### config.mk
export PLATFORM = sky130hd
export DESIGN_NAME = pwire_tx
export DESIGN_NICKNAME = d
export VERILOG_FILES = /design/src/rtl/pwire_pkg.sv /design/src/rtl/pwire_hold.sv /design/src/rtl/pwire_timer.sv /design/src/rtl/pwire_shift.sv /design/src/rtl/pwire_tx.sv
export SDC_FILE = /design/constraint.sdc
export NUM_CORES = 1
export LEC_CHECK = 0
export ABC_CLOCK_PERIOD_IN_PS = 3500
export CORE_MARGIN = 2
export CORE_UTILIZATION = 56
export DETAILED_ROUTE_END_ITERATION = 6
export PLACE_DENSITY = 0.79
export RECOVER_POWER = 25
export SETUP_SLACK_MARGIN = 0.4
export SLEW_MARGIN = 40
export SYNTH_ARGS = -nofsm -noshare
export SYNTH_HDL_FRONTEND = slang
export SYNTH_HIERARCHICAL = 1
export SYNTH_SLANG_ARGS = --single-unit
### constraint.sdc
create_clock -name clk -period 3.5 [get_ports clk]
set_clock_uncertainty 0.15 [all_clocks]
set_input_delay 1.05 -clock clk [delete_from_list [all_inputs] [get_ports clk]]
set_output_delay 1.05 -clock clk [all_outputs]
set_load 0.005 [all_outputs]
### src/rtl/pwire_pkg.sv
package pwire_pkg;
    typedef enum logic [2:0] {
        PW_IDLE,
        PW_PULL,
        PW_RELEASE,
        PW_STOP,
        PW_FINISH
    } pw_state_t;
endpackage

### src/rtl/pwire_hold.sv
module pwire_hold #(
    parameter int DATA_W = 8
) (
    input  logic              clk,
    input  logic              rst_n,
    input  logic              in_valid,
    input  logic [DATA_W-1:0] in_data,
    input  logic              in_last,
    input  logic              in_empty,
    input  logic              take,
    input  logic              clear,
    output logic              in_ready,
    output logic              hold_valid,
    output logic [DATA_W-1:0] hold_data,
    output logic              hold_last
);
    logic closed;
    logic accept;

    assign in_ready = !hold_valid && !closed;
    assign accept   = in_valid && in_ready && !in_empty;

    always_ff @(posedge clk) begin
        if (!rst_n) begin
            hold_valid <= 1'b0;
            hold_data  <= '0;
            hold_last  <= 1'b0;
            closed     <= 1'b0;
        end else begin
            if (accept) begin
                hold_valid <= 1'b1;
                hold_data  <= in_data;
                hold_last  <= in_last;
                if (in_last) closed <= 1'b1;
            end else if (take) begin
                hold_valid <= 1'b0;
            end
            if (clear) closed <= 1'b0;
        end
    end

    // an accepted byte is held until the state machine takes it
    assert_hold_kept_R10: assert property (@(posedge clk) disable iff (!rst_n)
        (hold_valid && !take) |=> hold_valid);
endmodule

### src/rtl/pwire_timer.sv
module pwire_timer #(
    parameter int CNT_W = 6
) (
    input  logic             clk,
    input  logic             rst_n,
    input  logic             load,
    input  logic [CNT_W-1:0] load_val,
    output logic             expired
);
    logic [CNT_W-1:0] cnt;

    always_ff @(posedge clk) begin
        if (!rst_n)          cnt <= '0;
        else if (load)       cnt <= load_val;
        else if (cnt != '0)  cnt <= cnt - 1'b1;
    end

    assign expired = (cnt == '0);
endmodule

### src/rtl/pwire_shift.sv
module pwire_shift #(
    parameter int DATA_W = 8
) (
    input  logic              clk,
    input  logic              rst_n,
    input  logic              load,
    input  logic [DATA_W-1:0] load_data,
    input  logic              shift,
    output logic              cur_bit,
    output logic              nxt_bit,
    output logic              at_last
);
    localparam int IDX_W = (DATA_W > 1) ? $clog2(DATA_W) : 1;
    localparam logic [IDX_W-1:0] LAST_IDX = IDX_W'(DATA_W - 1);

    logic [DATA_W-1:0] sr;
    logic [IDX_W-1:0]  idx;

    always_ff @(posedge clk) begin
        if (!rst_n) begin
            sr  <= '0;
            idx <= '0;
        end else if (load) begin
            sr  <= load_data;
            idx <= '0;
        end else if (shift) begin
            sr  <= sr << 1;
            idx <= idx + 1'b1;
        end
    end

    assign cur_bit = sr[DATA_W-1];
    assign nxt_bit = sr[DATA_W-2];
    assign at_last = (idx == LAST_IDX);

    // no shift past the final bit of a byte
    assert_no_overshift_R4: assert property (@(posedge clk) disable iff (!rst_n)
        (shift && !load) |-> !at_last);
endmodule

### src/rtl/pwire_tx.sv
module pwire_tx
    import pwire_pkg::*;
#(
    parameter int DATA_W     = 8,
    parameter int CLK_PER_US = 16
) (
    input  logic              clk,
    input  logic              rst_n,
    input  logic              in_valid,
    input  logic [DATA_W-1:0] in_data,
    input  logic              in_last,
    input  logic              in_empty,
    output logic              in_ready,
    output logic              line_pull,
    output logic              tx_busy,
    output logic              tx_done
);
    localparam int LONG_N  = 3 * CLK_PER_US;
    localparam int SHORT_N = CLK_PER_US;
    localparam int CNT_W   = (LONG_N > 1) ? $clog2(LONG_N) : 1;
    localparam logic [CNT_W-1:0] LEN_SHORT = CNT_W'(SHORT_N - 1);
    localparam logic [CNT_W-1:0] LEN_LONG  = CNT_W'(LONG_N - 1);

    pw_state_t state, state_d;

    logic              hold_valid, hold_last;
    logic [DATA_W-1:0] hold_data;
    logic              take, clear;
    logic              tmr_load, expired;
    logic [CNT_W-1:0]  tmr_val;
    logic              sh_load, sh_shift;
    logic              cur_bit, nxt_bit, at_last;
    logic              cur_last;

    pwire_hold #(.DATA_W(DATA_W)) u_hold (
        .clk        (clk),
        .rst_n      (rst_n),
        .in_valid   (in_valid),
        .in_data    (in_data),
        .in_last    (in_last),
        .in_empty   (in_empty),
        .take       (take),
        .clear      (clear),
        .in_ready   (in_ready),
        .hold_valid (hold_valid),
        .hold_data  (hold_data),
        .hold_last  (hold_last)
    );

    pwire_timer #(.CNT_W(CNT_W)) u_timer (
        .clk      (clk),
        .rst_n    (rst_n),
        .load     (tmr_load),
        .load_val (tmr_val),
        .expired  (expired)
    );

    pwire_shift #(.DATA_W(DATA_W)) u_shift (
        .clk       (clk),
        .rst_n     (rst_n),
        .load      (sh_load),
        .load_data (hold_data),
        .shift     (sh_shift),
        .cur_bit   (cur_bit),
        .nxt_bit   (nxt_bit),
        .at_last   (at_last)
    );

    // state register
    always_ff @(posedge clk) begin
        if (!rst_n) begin
            state    <= PW_IDLE;
            cur_last <= 1'b0;
        end else begin
            state <= state_d;
            if (sh_load) cur_last <= hold_last;
        end
    end

    // next state and datapath control
    always_comb begin
        state_d  = state;
        tmr_load = 1'b0;
        tmr_val  = LEN_SHORT;
        sh_load  = 1'b0;
        sh_shift = 1'b0;
        take     = 1'b0;
        clear    = 1'b0;
        unique case (state)
            PW_IDLE: begin
                if (hold_valid) begin            // start
                    sh_load  = 1'b1;
                    take     = 1'b1;
                    tmr_load = 1'b1;
                    tmr_val  = hold_data[DATA_W-1] ? LEN_SHORT : LEN_LONG;
                    state_d  = PW_PULL;
                end
            end
            PW_PULL: begin
                if (expired) begin               // pull_end
                    tmr_load = 1'b1;
                    tmr_val  = cur_bit ? LEN_LONG : LEN_SHORT;
                    state_d  = PW_RELEASE;
                end
            end
            PW_RELEASE: begin
                if (expired) begin
                    if (!at_last) begin          // next_bit
                        sh_shift = 1'b1;
                        tmr_load = 1'b1;
                        tmr_val  = nxt_bit ? LEN_SHORT : LEN_LONG;
                        state_d  = PW_PULL;
                    end else if (cur_last) begin // close
                        tmr_load = 1'b1;
                        tmr_val  = LEN_SHORT;
                        state_d  = PW_STOP;
                    end else if (hold_valid) begin // next_byte
                        sh_load  = 1'b1;
                        take     = 1'b1;
                        tmr_load = 1'b1;
                        tmr_val  = hold_data[DATA_W-1] ? LEN_SHORT : LEN_LONG;
                        state_d  = PW_PULL;
                    end                          // else starve
                end
            end
            PW_STOP: begin
                if (expired) state_d = PW_FINISH; // stop_end
            end
            PW_FINISH: begin
                clear   = 1'b1;                  // rearm
                state_d = PW_IDLE;
            end
            default: state_d = PW_IDLE;
        endcase
    end

    // outputs
    always_comb begin
        line_pull = 1'b0;
        tx_busy   = 1'b0;
        tx_done   = 1'b0;
        unique case (state)
            PW_IDLE:    ;
            PW_PULL:    begin line_pull = 1'b1; tx_busy = 1'b1; end
            PW_RELEASE: tx_busy = 1'b1;
            PW_STOP:    begin line_pull = 1'b1; tx_busy = 1'b1; end
            PW_FINISH:  tx_done = 1'b1;
            default:    ;
        endcase
    end

    // low-run length watcher for the pulse-width assertion
    logic [CNT_W:0] low_run;
    always_ff @(posedge clk) begin
        if (!rst_n)         low_run <= '0;
        else if (line_pull) low_run <= low_run + 1'b1;
        else                low_run <= '0;
    end

    // every low pulse is either short or long
    assert_low_width_R2: assert property (@(posedge clk) disable iff (!rst_n)
        (!line_pull && low_run != '0) |->
        (low_run == (CNT_W+1)'(SHORT_N) || low_run == (CNT_W+1)'(LONG_N)));

    assert_pull_needs_busy_R12: assert property (@(posedge clk) disable iff (!rst_n)
        line_pull |-> tx_busy);

    assert_done_once_R7: assert property (@(posedge clk) disable iff (!rst_n)
        tx_done |=> !tx_done);

    assert_done_after_stop_R7: assert property (@(posedge clk) disable iff (!rst_n)
        tx_done |-> ($past(line_pull) && !tx_busy && !line_pull));

    assert_ready_closed_R10: assert property (@(posedge clk) disable iff (!rst_n)
        (in_valid && in_ready && in_last && !in_empty) |=> !in_ready);

    assert_empty_quiet_R9: assert property (@(posedge clk) disable iff (!rst_n)
        (!tx_busy && !tx_done && !hold_valid && in_valid && in_empty) |=> !tx_busy);
endmodule

Yosys cells after proc, flatten, opt, wreduce, memory -nomap -nowiden
Index checks and enable logic that the tools add are counted.
W data, S select, Z words.
- add/sub/neg operators: 2
- eq/ne operators: 8
- muxes and demuxes: 38
- bitwise operators: 1
- reductions and logical operators: 18
- operators with widths (kind ; count):
    $mux W6 ; 10
    $mux W3 ; 6
    $pmux W6 S3 ; 1
    $mux W1 ; 16
    $mux W8 ; 2
    $pmux W3 S4 ; 1
    $eq A3 B2 Y1 const B ; 2
    $eq A3 B3 Y1 const B ; 2
    $logic_not A6 Y1 ; 1
    $ne A2 B2 Y1 const B ; 3
    $reduce_bool A2 Y1 ; 3
    $reduce_bool A6 Y1 ; 1
    $reduce_or A2 Y1 ; 3
    $sub A6 B1 Y6 const B ; 1
    $add A3 B1 Y3 const B ; 1
    $eq A3 B1 Y1 const B ; 1
    $logic_and A1 B1 Y1 ; 3
    $logic_not A1 Y1 ; 3
    $logic_not A3 Y1 ; 1
    $pmux W1 S3 ; 1
    $reduce_and A3 Y1 ; 1
    $reduce_or A3 Y1 ; 1
    $pmux W1 S2 ; 1
    $reduce_and A2 Y1 ; 1
    $not A1 Y1 ; 1
- register bits: 32
- input bits: 13
- output and inout bits: 4
- logic and storage cells: 76

Depth between registers and ports, before layout
Gate-level depths: netlist of run 1.
- depth in word-level cells: 7
- gate-level depth with buffers: 10
- mapped depth without buffers: 10

Cells and area by module
The synthesis of run 1 kept the hierarchy.
- modules (own cells, without submodules) (module ; instances ; cells each ; area each (um^2) ; seq. area each (um^2)):
    pwire_shift ; 1 ; 47 ; 525.5 ; 220.2
    pwire_hold ; 1 ; 48 ; 461.7 ; 220.2
    pwire_timer ; 1 ; 43 ; 356.6 ; 120.1
    pwire_tx ; 1 ; 45 ; 330.3 ; 80.1

Least setup slack after synthesis of run 1
OpenSTA, ideal clock, no wires.
- kind: register to register
- start: register u_timer.cnt[4]
- end: register u_shift.idx[0]
- setup time: 0.115 ns
- data arrival time: 2.481 ns
- required time: 3.235 ns
- slack: 0.754 ns
- cell stages (with the launch flop): 10
- path buffers: 2
- clock period less this slack: 2.746 ns
- path through: dfxtp_1 or3_1 buf_2 nor2_1 nand3b_1 and2_1 nor4_1 buf_2 nand2b_1 nor2_1
- longest elaborated chain between the ends: 4
- elaborated cells on any way between the ends: 6
- those cells by class: 4 x mux; 2 x reduce/logical
- RTL lines (element ; RTL line ; source):
    start: declaration ; pwire_timer.sv:10 ; logic [CNT_W-1:0] cnt;
    start signal: assignment ; pwire_timer.sv:14 ; else if (load) cnt <= load_val;
    start signal: assignment ; pwire_timer.sv:15 ; else if (cnt != '0) cnt <= cnt - 1'b1;
    $logic_not A6 Y1 ; pwire_timer.sv:18 ; assign expired = (cnt == '0);
    net expired ; pwire_tx.sv:29 ; logic tmr_load, expired;
    $mux W1 ; pwire_tx.sv:107 ; if (expired) begin
    $pmux W1 S2 ; pwire_tx.sv:89 ; unique case (state)
    net sh_load ; pwire_tx.sv:31 ; logic sh_load, sh_shift;
    $reduce_or A2 Y1 (no line) ; -- ;
    end signal: assignment ; pwire_shift.sv:28 ; idx <= idx + 1'b1;
    end: declaration ; pwire_shift.sv:17 ; logic [IDX_W-1:0] idx;
The timed path passes the listed nets, and every way through them passes these cells.
A chain may end at the register's enable or synchronous reset.

Final worst setup path of run 1
- start: register state[0]
- end: output port tx_done
- longest elaborated chain between the ends: 2
- RTL lines (element ; RTL line ; source):
    start: declaration ; pwire_tx.sv:24 ; pw_state_t state, state_d;
    start signal: assignment ; pwire_tx.sv:75 ; state <= state_d;
    $eq A3 B3 Y1 ; pwire_tx.sv:142 ; unique case (state)
    $mux W1 ; pwire_tx.sv:142 ;
    end: declaration ; pwire_tx.sv:16 ; output logic tx_done
Every way passes these cells.

==> results by stage, run 1 <==
Detailed routing:
- The vias per cell is 5.50.
- The routed design has 3.09 mm of wire.
- The first detailed-routing pass took 4 iterations.
- The residual antenna-violating net count after detailed routing is 0.
- The count of routing violations after the opening detailed-route iteration is 135.
- The per-cell routed wire length is 13.2 um.
- Detailed routing inserted a total of 1287 vias.
- The DRC violation count after routing is 0.

Die:
- The die height is 58.7 um.
- The floorplan step defined a die boundary enclosing 3440 um2.
- In this run the horizontal extent of the chip is 58.7 um.
- The floorplan has 19 rows.
- The core region is 2810 um2.
- The number of top-level design ports is 17.
- The starting density of the core is 59.7%.

Placement:
- The count of buffers added on input and output ports is 16.
- The worst slack after detailed placement is 770 ps.
- The placer congestion estimate is 0.859.
- After legalization and detailed placement, the total HPWL measured 2.27 mm.
- Including well taps, the total number of placed cells is 226.

Worst setup path:
- At the worst endpoint, the required time is 2300 ps.
- The startpoint class of the critical path is a flop.
- The most critical setup path has its startpoint at state[0]$_SDFFE_PN0P_.
- The signal on the critical path passes through nor2_1 > and2_2 > clkdlybuf4s50_1.
- The kind of critical path is flop to output port.
- The largest stage delay on the critical path is 590 ps.
- The type of element capturing the critical path is an output port.
- The maximum fanout along the worst path is 12.
- The arrival time at the worst endpoint is 1690 ps.
- On the critical path, the stage with the largest delay is an instance of dfxtp_1.
- The worst register-to-register path begins at u_timer/cnt[4]$_SDFFE_PN0P_.

STA:
- The number of hold-slack violations in the final timing report is 0.
- Setup repair after global routing left no endpoint under its margin.
- The final setup violation count is 0.
- The maximum clock frequency is 346 MHz.
- The period utilization is 82.6%.
- For the final routed database, the setup TNS stands at 0 ps.
- Measured against its own limit, the worst slew margin works out to 51.3%.
- The measured slew at the worst slew-check pin is 730 ps.
- The setup slack after layout is 609 ps.
- The minimum clock period after layout is 2890 ps.
- The number of slew-limit violations in the final report came to 0.

Yosys:
- The netlist uses 48 different library cells.
- Sequential cells were found to cover 38.3% of the synthesized design area.
- The post-synthesis average cell area is 9.15 um2.
- The cell count after synthesis is 183.
- Yosys printed 6 warnings.
- Among all flip-flop cells after synthesis, the most frequent one is dfxtp_1.
- Counting flops with an async set or reset pin after synthesis yields a share of 0%.
- The cell area that synthesis handed to floorplanning was 1670 um2.
- In this run, synthesis produced a sequential element count of 32.
- The number of flops mapped to enable cells by yosys is 0.

Final layout:
- The final cell count without fillers is 234.
- The most common cell after layout, fill and taps aside is dfxtp_1.
- The area growth from synthesis to layout is 13.7%.
- The share of layout cells above drive strength 1 is 11.8%.
- The library cells used most frequently in the layout, excluding fill and tap cells, are dfxtp_1, nand2_1, clkdlybuf4s50_1.
- The count of inserted antenna diode cells is 0.
- The final layout contains 220 nets.

Global route:
- The number of antenna violations at the first check in global routing was 0.
- The via count of the first global-routing pass is 1284.
- The pin count of the biggest net entering global routing is 21.
- The total track usage is 20.8%.
- Summed over all layers, the global routing overflow is 0.
- The first global-routing pass estimated 5.51 mm of wire.

CTS:
- The register clock-pin slew on the reported worst setup and hold paths is 100 ps.
- Counting the buffers created by CTS gives 5.
- The post-CTS repair timing setup buffer count is 0.
- The clock reaches the later pin of the worst-skew pair after 320 ps.
- No sink is reached through more buffers than the 2 on the longest clock path.
- In this run, post-CTS repair resized a total of 0 instances.
- The CTS root buffer is clkbuf_4.
- The clock tree synthesis step divided the H-tree into 2 levels.
- In this run, post-CTS hold repair placed 0 buffers.
- The number of clock sinks seen by CTS is 32.
- TritonCTS built the clock tree.

Min path:
- The tightest min-delay check is of the flop to flop type.
- The worst hold path startpoint is u_hold/hold_data[5]$_SDFFE_PN0P_.

Run status:
- The flow ran to the end, and the final reports show no timing, DRC or antenna violations.

Flow run:
- The reported max-cap violation count is 0.

Power and ir drop:
- The worst-case IR drop observed on VDD is 241 uV.
- The power density normalized to cell area is 531 nW/um2.
- The analysis attributes to cell leakage a power of 0.810 nW.
[routing by layer]
| metal | vias to the layer above | global-route usage, % | part of all wire, % |
|---|---|---|---|
| li1 | 671 | - | - |
| met1 | 577 | 25.2 | 46 |
| met2 | 33 | 33.9 | 48 |
| met3 | 6 | 5.71 | 4.1 |
| met4 | 0 | 10.4 | 1.8 |
| met5 | - | 0 | 0 |
[report_power, final]
part | switching [mW] | total [mW] | internal (mW) | leakage [nW]
clock | 0.115 | 0.189 | 0.0739 | 0.0281
sequential | 0.0492 | 0.465 | 0.416 | 0.261
combinational | 0.187 | 0.357 | 0.170 | 0.520
total | 0.351 | 1.01 | 0.660 | 0.810
[critical path: cells and delay by family, from the launching register on]
family,cells,cell delay [ps]
DFF,1,590
and+or+nand+nor,2,340
buffers and inverters,1,450
[worst paths after layout]
check / to / slack [ps] / depth (start not counted)
setup reg to reg: u_timer/cnt[5]$_SDFFE_PN0P_ / 680 / 8
setup / recovery: tx_done / 610 / 3
hold reg to reg: u_hold/hold_data[5]$_SDFFE_PN0P_ / 310 / 2
hold / removal: u_hold/hold_data[5]$_SDFFE_PN0P_ / 310 / 2
[stage by stage]
stage	power [mW]	hold slack, ps	instance area (um2)	util [%]
2_1_floorplan	0.740	280	1690	-
3_3_place_gp	0.806	290	1860	66.2
3_5_place_dp	0.824	293	1860	66.2
4_1_cts	1.01	314	1900	67.8
5_1_grt	1.08	340	1900	67.8
6_report	1.01	311	1900	67.8
[Yosys cell counts (all sizes together) (2+ instances only)]
cell | n | area [um2]
nor2 | 9 | 33.8
o311ai | 3 | 26.3
conb | 2 | 7.51
nor3b | 2 | 15.0
a21boi | 3 | 22.5
clkbuf | 4 | 16.3
nand2 | 23 | 86.3
ha | 4 | 50.1
o211a | 7 | 70.1
o211ai | 3 | 22.5
inv | 9 | 33.8
dfxtp | 32 | 641
buf | 7 | 53.8
and2b | 2 | 17.5
mux2 | 8 | 90.1
o21ai | 4 | 20.0
and2 | 2 | 13.8
nor2b | 3 | 18.8
xnor2 | 3 | 26.3
mux2i | 11 | 110
o21a | 2 | 15.0
nor4 | 2 | 12.5
nand3 | 7 | 35.0
a21oi | 3 | 15.0
nand2b | 10 | 62.6
[cells by family after synthesis]
kind of cell / count (synthesis) / share of synthesized area [%]
simple gates: 70 / 23.0
compound gates: 32 / 15.0
flops: 32 / 38.3
buf+inv: 20 / 6.20
mux: 19 / 12.0
fa+ha+maj: 4 / 2.99
xor+xnor: 4 / 2.09
other cells: 2 / 0.449
[final cells by class]
class                           instances  area [um2]
Multi-Input combinational cell        134         953
Inverter                                9        33.8
Timing Repair Buffer                   21         190
Clock inverter                          1        5.00
Clock buffer                            6        41.3
Tap cell                               31        38.8
Sequential cell                        32         641
Fill cell                             243         902
[registers in the layout (all words and copies together), names as in the netlist]
register	flops
u_hold/hold_valid	1
cur_last	1
u_hold/hold_data	8
u_shift/idx	3
u_shift/sr	8
u_hold/closed	1
u_hold/hold_last	1
u_timer/cnt	6
state	3
No activity file was read; power rests on OpenSTA's default activity.
==> inputs of run 2 (changes only) <==
--- a/config.mk
+++ b/config.mk
@@ -5,7 +5,7 @@
 export SDC_FILE = /design/constraint.sdc
 export NUM_CORES = 1
 export LEC_CHECK = 0
-export ABC_CLOCK_PERIOD_IN_PS = 3500
+export ABC_CLOCK_PERIOD_IN_PS = 2900
 export CORE_MARGIN = 2
 export CORE_UTILIZATION = 56
 export DETAILED_ROUTE_END_ITERATION = 6
==> constraint.sdc (replaced) <==
create_clock -name clk -period 2.9 [get_ports clk]
set_clock_uncertainty 0.15 [all_clocks]
set_input_delay 0.87 -clock clk [delete_from_list [all_inputs] [get_ports clk]]
set_output_delay 0.87 -clock clk [all_outputs]
set_load 0.005 [all_outputs]
==> run 2 against run 1 <==
Final cell count is 2.6% higher. Clock power is 43% higher. First-iteration DRC count is 53% lower. Non-clock buffer count is 5 higher. Critical path type is now flop to flop. Total power is 29% higher. Highest routed layer unchanged. Flip-flop and latch count stayed put. Critical path depth is 5 higher.
==> results by stage, run 2 (same netlist as run 1, synthesis figures left out) <==
Die:
- In this run the count of I/O pins placed on the die edge is 17.
- The die height is 58.7 um.
- Once the floorplan was initialized, standard cells occupied 59.7% of the core.
- The die area is 3440 um2.
- The die is 58.7 um wide.
- Row generation in the floorplan step produced 19 rows.
- The core area is 2810 um2.

Worst setup path:
- The worst setup path is launched from a flop.
- The worst setup path startpoint is u_timer/cnt[4]$_SDFFE_PN0P_.
- The end point of the critical path is u_timer/cnt[4]$_SDFFE_PN0P_.
- The worst register-to-register path begins at u_timer/cnt[4]$_SDFFE_PN0P_.
- For flop-to-flop paths, the worst setup slack is 480 ps.
- The kind of critical path is flop to flop.
- STA puts the critical path data arrival time at 2490 ps.
- The worst register-to-register path has a depth of 8.
- The type of element capturing the critical path is a flop.
- The endpoint of the worst-slack reg-to-reg timing path is u_timer/cnt[4]$_SDFFE_PN0P_.
- Of all nets on the critical path, the largest fanout is 9.
- For the worst setup path, the data required time is 2970 ps.

Detailed routing:
- In the final routed layout, each cell accounts on average for 13.6 um.
- The first routing iteration left 63 violations.
- For this block, the routed nets add up to 3.27 mm of wire.
- The detailed-router iteration count before antenna repair is 4.
- In the routed design, unresolved DRC markers number 0.
- The residual antenna-violating net count after detailed routing is 0.
- The detailed router placed 1348 vias in this run.
- The vias per cell is 5.62.

Placement:
- Summed over all nets, the half-perimeter wirelength after detailed placement is 2.14 mm.
- The worst slack after detailed placement is 369 ps.
- During placement, the flow inserted port buffers numbering 16.
- The placer congestion estimate is 0.801.

Power and ir drop:
- The part of the power in the clock network is 20.7%.
- The power density normalized to cell area is 658 nW/um2.
- The reported net switching power is 0.460 mW.
- In this run, flip-flops and latches consume 42.8% of the power.
- Per report_power, the combinational group accounts for 36.5% of the total.
- VDD sags by at most 325 uV.
- The leakage power total is 0.886 nW.
- The switching power share of the total is 35.2%.
- Cell internal power was estimated by the tool at 0.845 mW.

CTS:
- The insertion delay to the later sink of the worst-skew pair is 340 ps.
- The number of clock sinks seen by CTS is 32.
- The CTS root buffer is clkbuf_4.
- The number of buffers between clock root and the deepest sink is 2.
- The clock tree from TritonCTS is yes.
- The maximum level of the CTS H-tree is 2.
- After clock tree synthesis, the clock-pin slew on the worst setup and hold paths is 100 ps.
- TritonCTS created 5 clock buffers.
- The number of hold buffers added after cts is 0.

Final layout:
- In the layout the commonest cells are dfxtp_1, nand2_1, clkdlybuf4s50_1.
- The largest registers in the layout are u_hold/hold_data (8), u_shift/sr (8), u_timer/cnt (6).
- The post-route netlist has 19.1% of its cells at a drive strength greater than 1.
- The layout overhead on the synthesized area is 18.4%.
- The library cell used most frequently in the layout, excluding fill and tap cells, is dfxtp_1.
- The number of nets in the finished design is 225.
- The count of inserted antenna diode cells is 0.
- The final core utilization is 70.7%.

Global route:
- The total track usage is 21.1%.
- The via count of the first global-routing pass is 1305.
- The busiest layer in global routing is met2.
- Entering global routing, the biggest net connects 45 pins.
- The met1 track demand over resource is 23.4%.
- The number of antenna violations at the first check in global routing was 0.
- The fraction of met2 tracks used by global routing is 37.2%.
- Global routing finished with a remaining overflow of 0.
- In the global route stage, met3 resource usage came out at 5.05%.
- The first global-routing pass estimated 5.54 mm of wire.

STA:
- The max-slew headroom at the worst pin is 54.6%.
- The number of hold-slack violations in the final timing report is 0.
- For the pin with the worst max-slew slack, the measured transition is 681 ps.
- Setup violations remaining at the end of the flow were counted as 0.
- The setup slack after layout is 481 ps.
- The final critical path takes up 83.4% of the cycle.
- The number of slew-limit violations in the final report came to 0.
- Based on the critical path, the design can be clocked at up to 413 MHz.
- The accumulated negative setup slack is 0 ps.
- Setup repair after global routing could not meet its margin everywhere.
- The minimum clock period after layout is 2420 ps.

Run status:
- The run finished with clean final reports.

Min path:
- The worst hold path belongs to the class flop to flop.

Flow run:
- The reported max-cap violation count is 0.
run 2: per-layer routing:
layer  vias to the layer above  share of wire, %
met5                         -                 0
met4                         0               2.9
met3                         9               3.1
met2                        23                51
met1                       632                43
li1                        684                 -
run 2: cell type report:
cell class | count | area, um2
clock inverter | 2 | 10.0
multi-input combinational | 134 | 957
clock buffer | 6 | 51.3
timing repair buffer | 26 | 236
inverter | 9 | 33.8
sequential | 32 | 654
fill | 235 | 823
tap | 31 | 38.8
run 2: stage by stage:
step / instance area, um2 / power [mW] / hold WS [ps] / instances
3_5_place_dp: 1860 / 0.999 / 304 / 227
5_1_grt: 1980 / 1.38 / 335 / 240
3_3_place_gp: 1860 / 0.973 / 291 / 227
6_report: 1980 / 1.30 / 312 / 240
4_1_cts: 1950 / 1.28 / 317 / 237
2_1_floorplan: 1690 / 0.894 / 280 / 186
run 2: worst min path at each step:
| stage | startpoint | endpoint | slack (ps) | cells after the start |
|---|---|---|---|---|
| after floorplan | u_hold/hold_data[1]$_SDFFE_PN0P_ | u_hold/hold_data[1]$_SDFFE_PN0P_ | 280 | 2 |
| after global placement | u_hold/hold_data[4]$_SDFFE_PN0P_ | u_hold/hold_data[4]$_SDFFE_PN0P_ | 290 | 2 |
| after detailed placement | u_hold/hold_data[5]$_SDFFE_PN0P_ | u_hold/hold_data[5]$_SDFFE_PN0P_ | 300 | 2 |
| after CTS | u_hold/hold_data[5]$_SDFFE_PN0P_ | u_hold/hold_data[5]$_SDFFE_PN0P_ | 320 | 2 |
| after global routing | u_hold/hold_data[2]$_SDFFE_PN0P_ | u_hold/hold_data[2]$_SDFFE_PN0P_ | 330 | 2 |
| final | u_hold/hold_data[5]$_SDFFE_PN0P_ | u_hold/hold_data[5]$_SDFFE_PN0P_ | 310 | 2 |
run 2: power by group through the flow:
stage | registers, mW | clock network [mW] | logic [mW]
finish | 0.558 | 0.270 | 0.476
detailed placement | 0.570 | 0 | 0.429
global placement | 0.565 | 0 | 0.408
CTS | 0.555 | 0.276 | 0.448
global route | 0.566 | 0.293 | 0.525
floorplan | 0.547 | 0 | 0.347
run 2: timing repair:
item / 4_1_cts / 5_1_grt
cloned: 0 / 0
setup endpoints to repair: 8 / 17
buffers inserted: 2 / 3
resized for setup: 6 / 11
pin swaps: 0 / 1
endpoints found under the hold margin: 0 / 0
run 2: worst max-delay path, cell delays in order, from the launching register on:
cell and delay [ps]:
dfxtp_1 340, or3_1 540, nor2_4 210, mux2_2 160
o311ai_0 180, a21oi_1 340, inv_2 130, o211ai_1 130
o21ai_0 120
==> inputs of run 3 (changes only) <==
--- a/config.mk
+++ b/config.mk
@@ -5,11 +5,11 @@
 export SDC_FILE = /design/constraint.sdc
 export NUM_CORES = 1
 export LEC_CHECK = 0
-export ABC_CLOCK_PERIOD_IN_PS = 2900
+export ABC_CLOCK_PERIOD_IN_PS = 2170
 export CORE_MARGIN = 2
-export CORE_UTILIZATION = 56
+export CORE_UTILIZATION = 50
 export DETAILED_ROUTE_END_ITERATION = 6
-export PLACE_DENSITY = 0.79
+export PLACE_DENSITY = 0.74
 export RECOVER_POWER = 25
 export SETUP_SLACK_MARGIN = 0.4
 export SLEW_MARGIN = 40
==> constraint.sdc (replaced) <==
create_clock -name clk -period 2.17 [get_ports clk]
set_clock_uncertainty 0.15 [all_clocks]
set_input_delay 0.651 -clock clk [delete_from_list [all_inputs] [get_ports clk]]
set_output_delay 0.651 -clock clk [all_outputs]
set_load 0.005 [all_outputs]
==> run 3 against run 2 <==
Cell area increased by 18%. Count of clock-buffer cells in the layout increased by 1. Sequential power increased by 31%. Highest routed layer unchanged. Final cell count increased by 16%. Total power increased by 61%. Via count increased by 7.8%. Critical path type unchanged. Utilization increased by 0.51 points.
==> results by stage, run 3 (same netlist as run 1, synthesis figures left out) <==
Run status:
- The flow ran to the end, and the final reports show no timing, DRC or antenna violations.

Worst setup path:
- The worst setup path is captured at a flop.
- The worst setup path is launched from a flop.
- In this design, the stage delay of the slowest critical-path cell is 400 ps.
- The maximum fanout along the worst path is 4.
- Traced cell by cell, the critical path runs through or3_4 > nor2_4 > nand2_2 > nor4_4 > buf_4 > mux2_4 > o211a_1.
- The kind of cell adding the most delay to the critical path is simple AND/OR/NAND/NOR gates.
- Together, buffers and inverters on the worst path number 1.
- The library cell contributing the largest single delay on the critical path is or3_4.
- The worst setup path is of the flop to flop kind.
- The arrival time at the worst endpoint is 2230 ps.
- For the worst setup path, the data required time is 2250 ps.

Detailed routing:
- The vias per cell is 5.23.
- Before antenna repair, the detailed router went through 4 iterations.
- Wires add up to 3.56 mm.
- The count of routing violations after the opening detailed-route iteration is 95.
- The per-cell routed wire length is 12.8 um.
- The count of nets left with antenna violations once routing finished came out at 0.
- For this block, the via count after detailed routing is 1453.
- The DRC violation count after routing is 0.

Placement:
- The congestion estimate from routability-driven global placement came to 0.853.
- The count of buffers added on input and output ports is 16.
- The worst slack after detailed placement is -4.79 ps.
- Detailed placement finished with a half-perimeter wire length of 2.35 mm.
- The placed instances occupy a cell area of 2040 um2.

Power and ir drop:
- The power density normalized to cell area is 896 nW/um2.
- Summed over all cells, the static leakage comes to 1.02 nW.
- Across the VDD grid, the largest voltage drop is 423 uV.
- Total power for the finished layout comes to 2.09 mW.

CTS:
- The number of clock sinks seen by CTS is 32.
- Clock-pin slew was measured on the worst setup and hold paths at 90 ps.
- Clock latency on the worst-skew pair, taken at its later pin, is 330 ps.
- The H-tree was split into 2 levels.
- TritonCTS built the clock tree.
- The number of buffers between clock root and the deepest sink is 2.
- The number of buffers created by CTS is 5.
- The tree is rooted in a clkbuf_4.

Final layout:
- The library cells used most frequently in the layout, excluding fill and tap cells, are buf_4, dfxtp_1, nand2_1.
- The share of layout cells above drive strength 1 is 35.3%.
- After filler insertion, the fill cell instance count of the layout stands at 246.
- The finished cells cover 2340 um2.
- In the final layout, the registers with the most flip-flops are u_hold/hold_data (8), u_shift/sr (8), u_timer/cnt (6).
- The layout overhead on the synthesized area is 39.6%.
- The count of inserted antenna diode cells is 0.
- The library cell used most frequently in the layout, excluding fill and tap cells, is buf_4.
- The net count of the finished layout is 249.

STA:
- The accumulated negative setup slack is 0 ps.
- The worst path in the final design needs a cycle of 2150 ps, including I/O delays and setup.
- After layout, the worst path uses 99.2% of the clock period.
- The setup slack after layout is 17.3 ps.
- The number of hold-slack violations in the final timing report is 0.
- Setup repair after global routing could not meet its margin everywhere.
- Derived from the worst setup path, the maximum achievable clock frequency is 465 MHz.
- The number of slew-limit violations in the final report came to 0.
- Setup violations remaining at the end of the flow were counted as 0.
- The worst-case hold slack is 306 ps.

Die:
- The floorplan die width is 61.9 um.
- The number of top-level design ports is 17.
- The placement row count is 21.
- From bottom edge to top edge, the die measures 61.9 um.
- The floorplan step defined a core boundary enclosing 3280 um2.
- The starting density of the core is 51.0%.
- The die area is 3830 um2.

Global route:
- The total track usage is 20.4%.
- The first global-routing pass estimated 5.80 mm of wire.
- The final global-route overflow total is 0.
- The number of antenna violations at the first check in global routing is 0.
- Entering global routing, the biggest net connects 21 pins.
- The via count of the first global-routing pass is 1374.

Min path:
- The worst hold path class is flop to flop.

Flow run:
- The reported max-cap violation count is 0.
run 3: cell types whose count changed in the layout (fill, tap and decap cells not counted), sizes merged:
cell           previous run  this run
dlygate4sd3               1         0
buf                       9        38
clkinv                    2         0
dlymetal6s2s              2         0
clkdlybuf4s50            13        12
run 3: final timing paths:
kind / from / end / slack, ps / cells after the start
min reg2reg: u_hold/hold_data[5]$_SDFFE_PN0P_ / u_hold/hold_data[5]$_SDFFE_PN0P_ / 310 / 2
max: u_timer/cnt[4]$_SDFFE_PN0P_ / u_shift/sr[6]$_SDFFE_PN0P_ / 20 / 7
min: u_hold/hold_data[5]$_SDFFE_PN0P_ / u_hold/hold_data[5]$_SDFFE_PN0P_ / 310 / 2
max reg2reg: u_timer/cnt[4]$_SDFFE_PN0P_ / u_shift/sr[6]$_SDFFE_PN0P_ / 20 / 7
run 3: metal layers:
layer	part of all wire, %	global-route usage, %	vias up
li1	-	-	733
met1	42	23.0	685
met2	52	36.4	23
met3	2.4	4.14	12
met4	3.7	10.3	0
met5	0	0	-
run 3: power breakdown:
group | internal (mW) | switching (mW)
logic | 0.540 | 0.447
registers | 0.678 | 0.0516
clock network | 0.184 | 0.194
run 3: worst min-delay path, delay by kind of cell (launching register included):
kind	cells	cell delay [ps]
DFF	1	320
muxes	1	50
and+or+nand+nor	1	50
run 3: area by class of cell:
type                            instances  area (um2)  area share [%]
Tap cell                               46        57.6            2.46
Sequential cell                        32         653            27.9
Inverter                                9        33.8            1.45
Clock buffer                            7        65.1            2.78
Multi-Input combinational cell        134        1090            46.5
Timing Repair Buffer                   50         442            18.9
run 3: what timing repair did:
item                                    in CTS  in global routing
buffers inserted                            11                  6
gates resized for setup                     38                 16
endpoints found under the hold margin        0                  0
gates cloned                                 0                  1
endpoints found under the setup margin      22                 22
pin swaps                                   12                  6
hold buffers                                 0                  0
run 3: stage by stage:
step                      utilization (%)  std cells
after floorplan                         -        186
after CTS                            68.3        271
final                                71.2        278
after global placement               62.0        253
after global routing                 71.2        278
after detailed placement             62.0        253
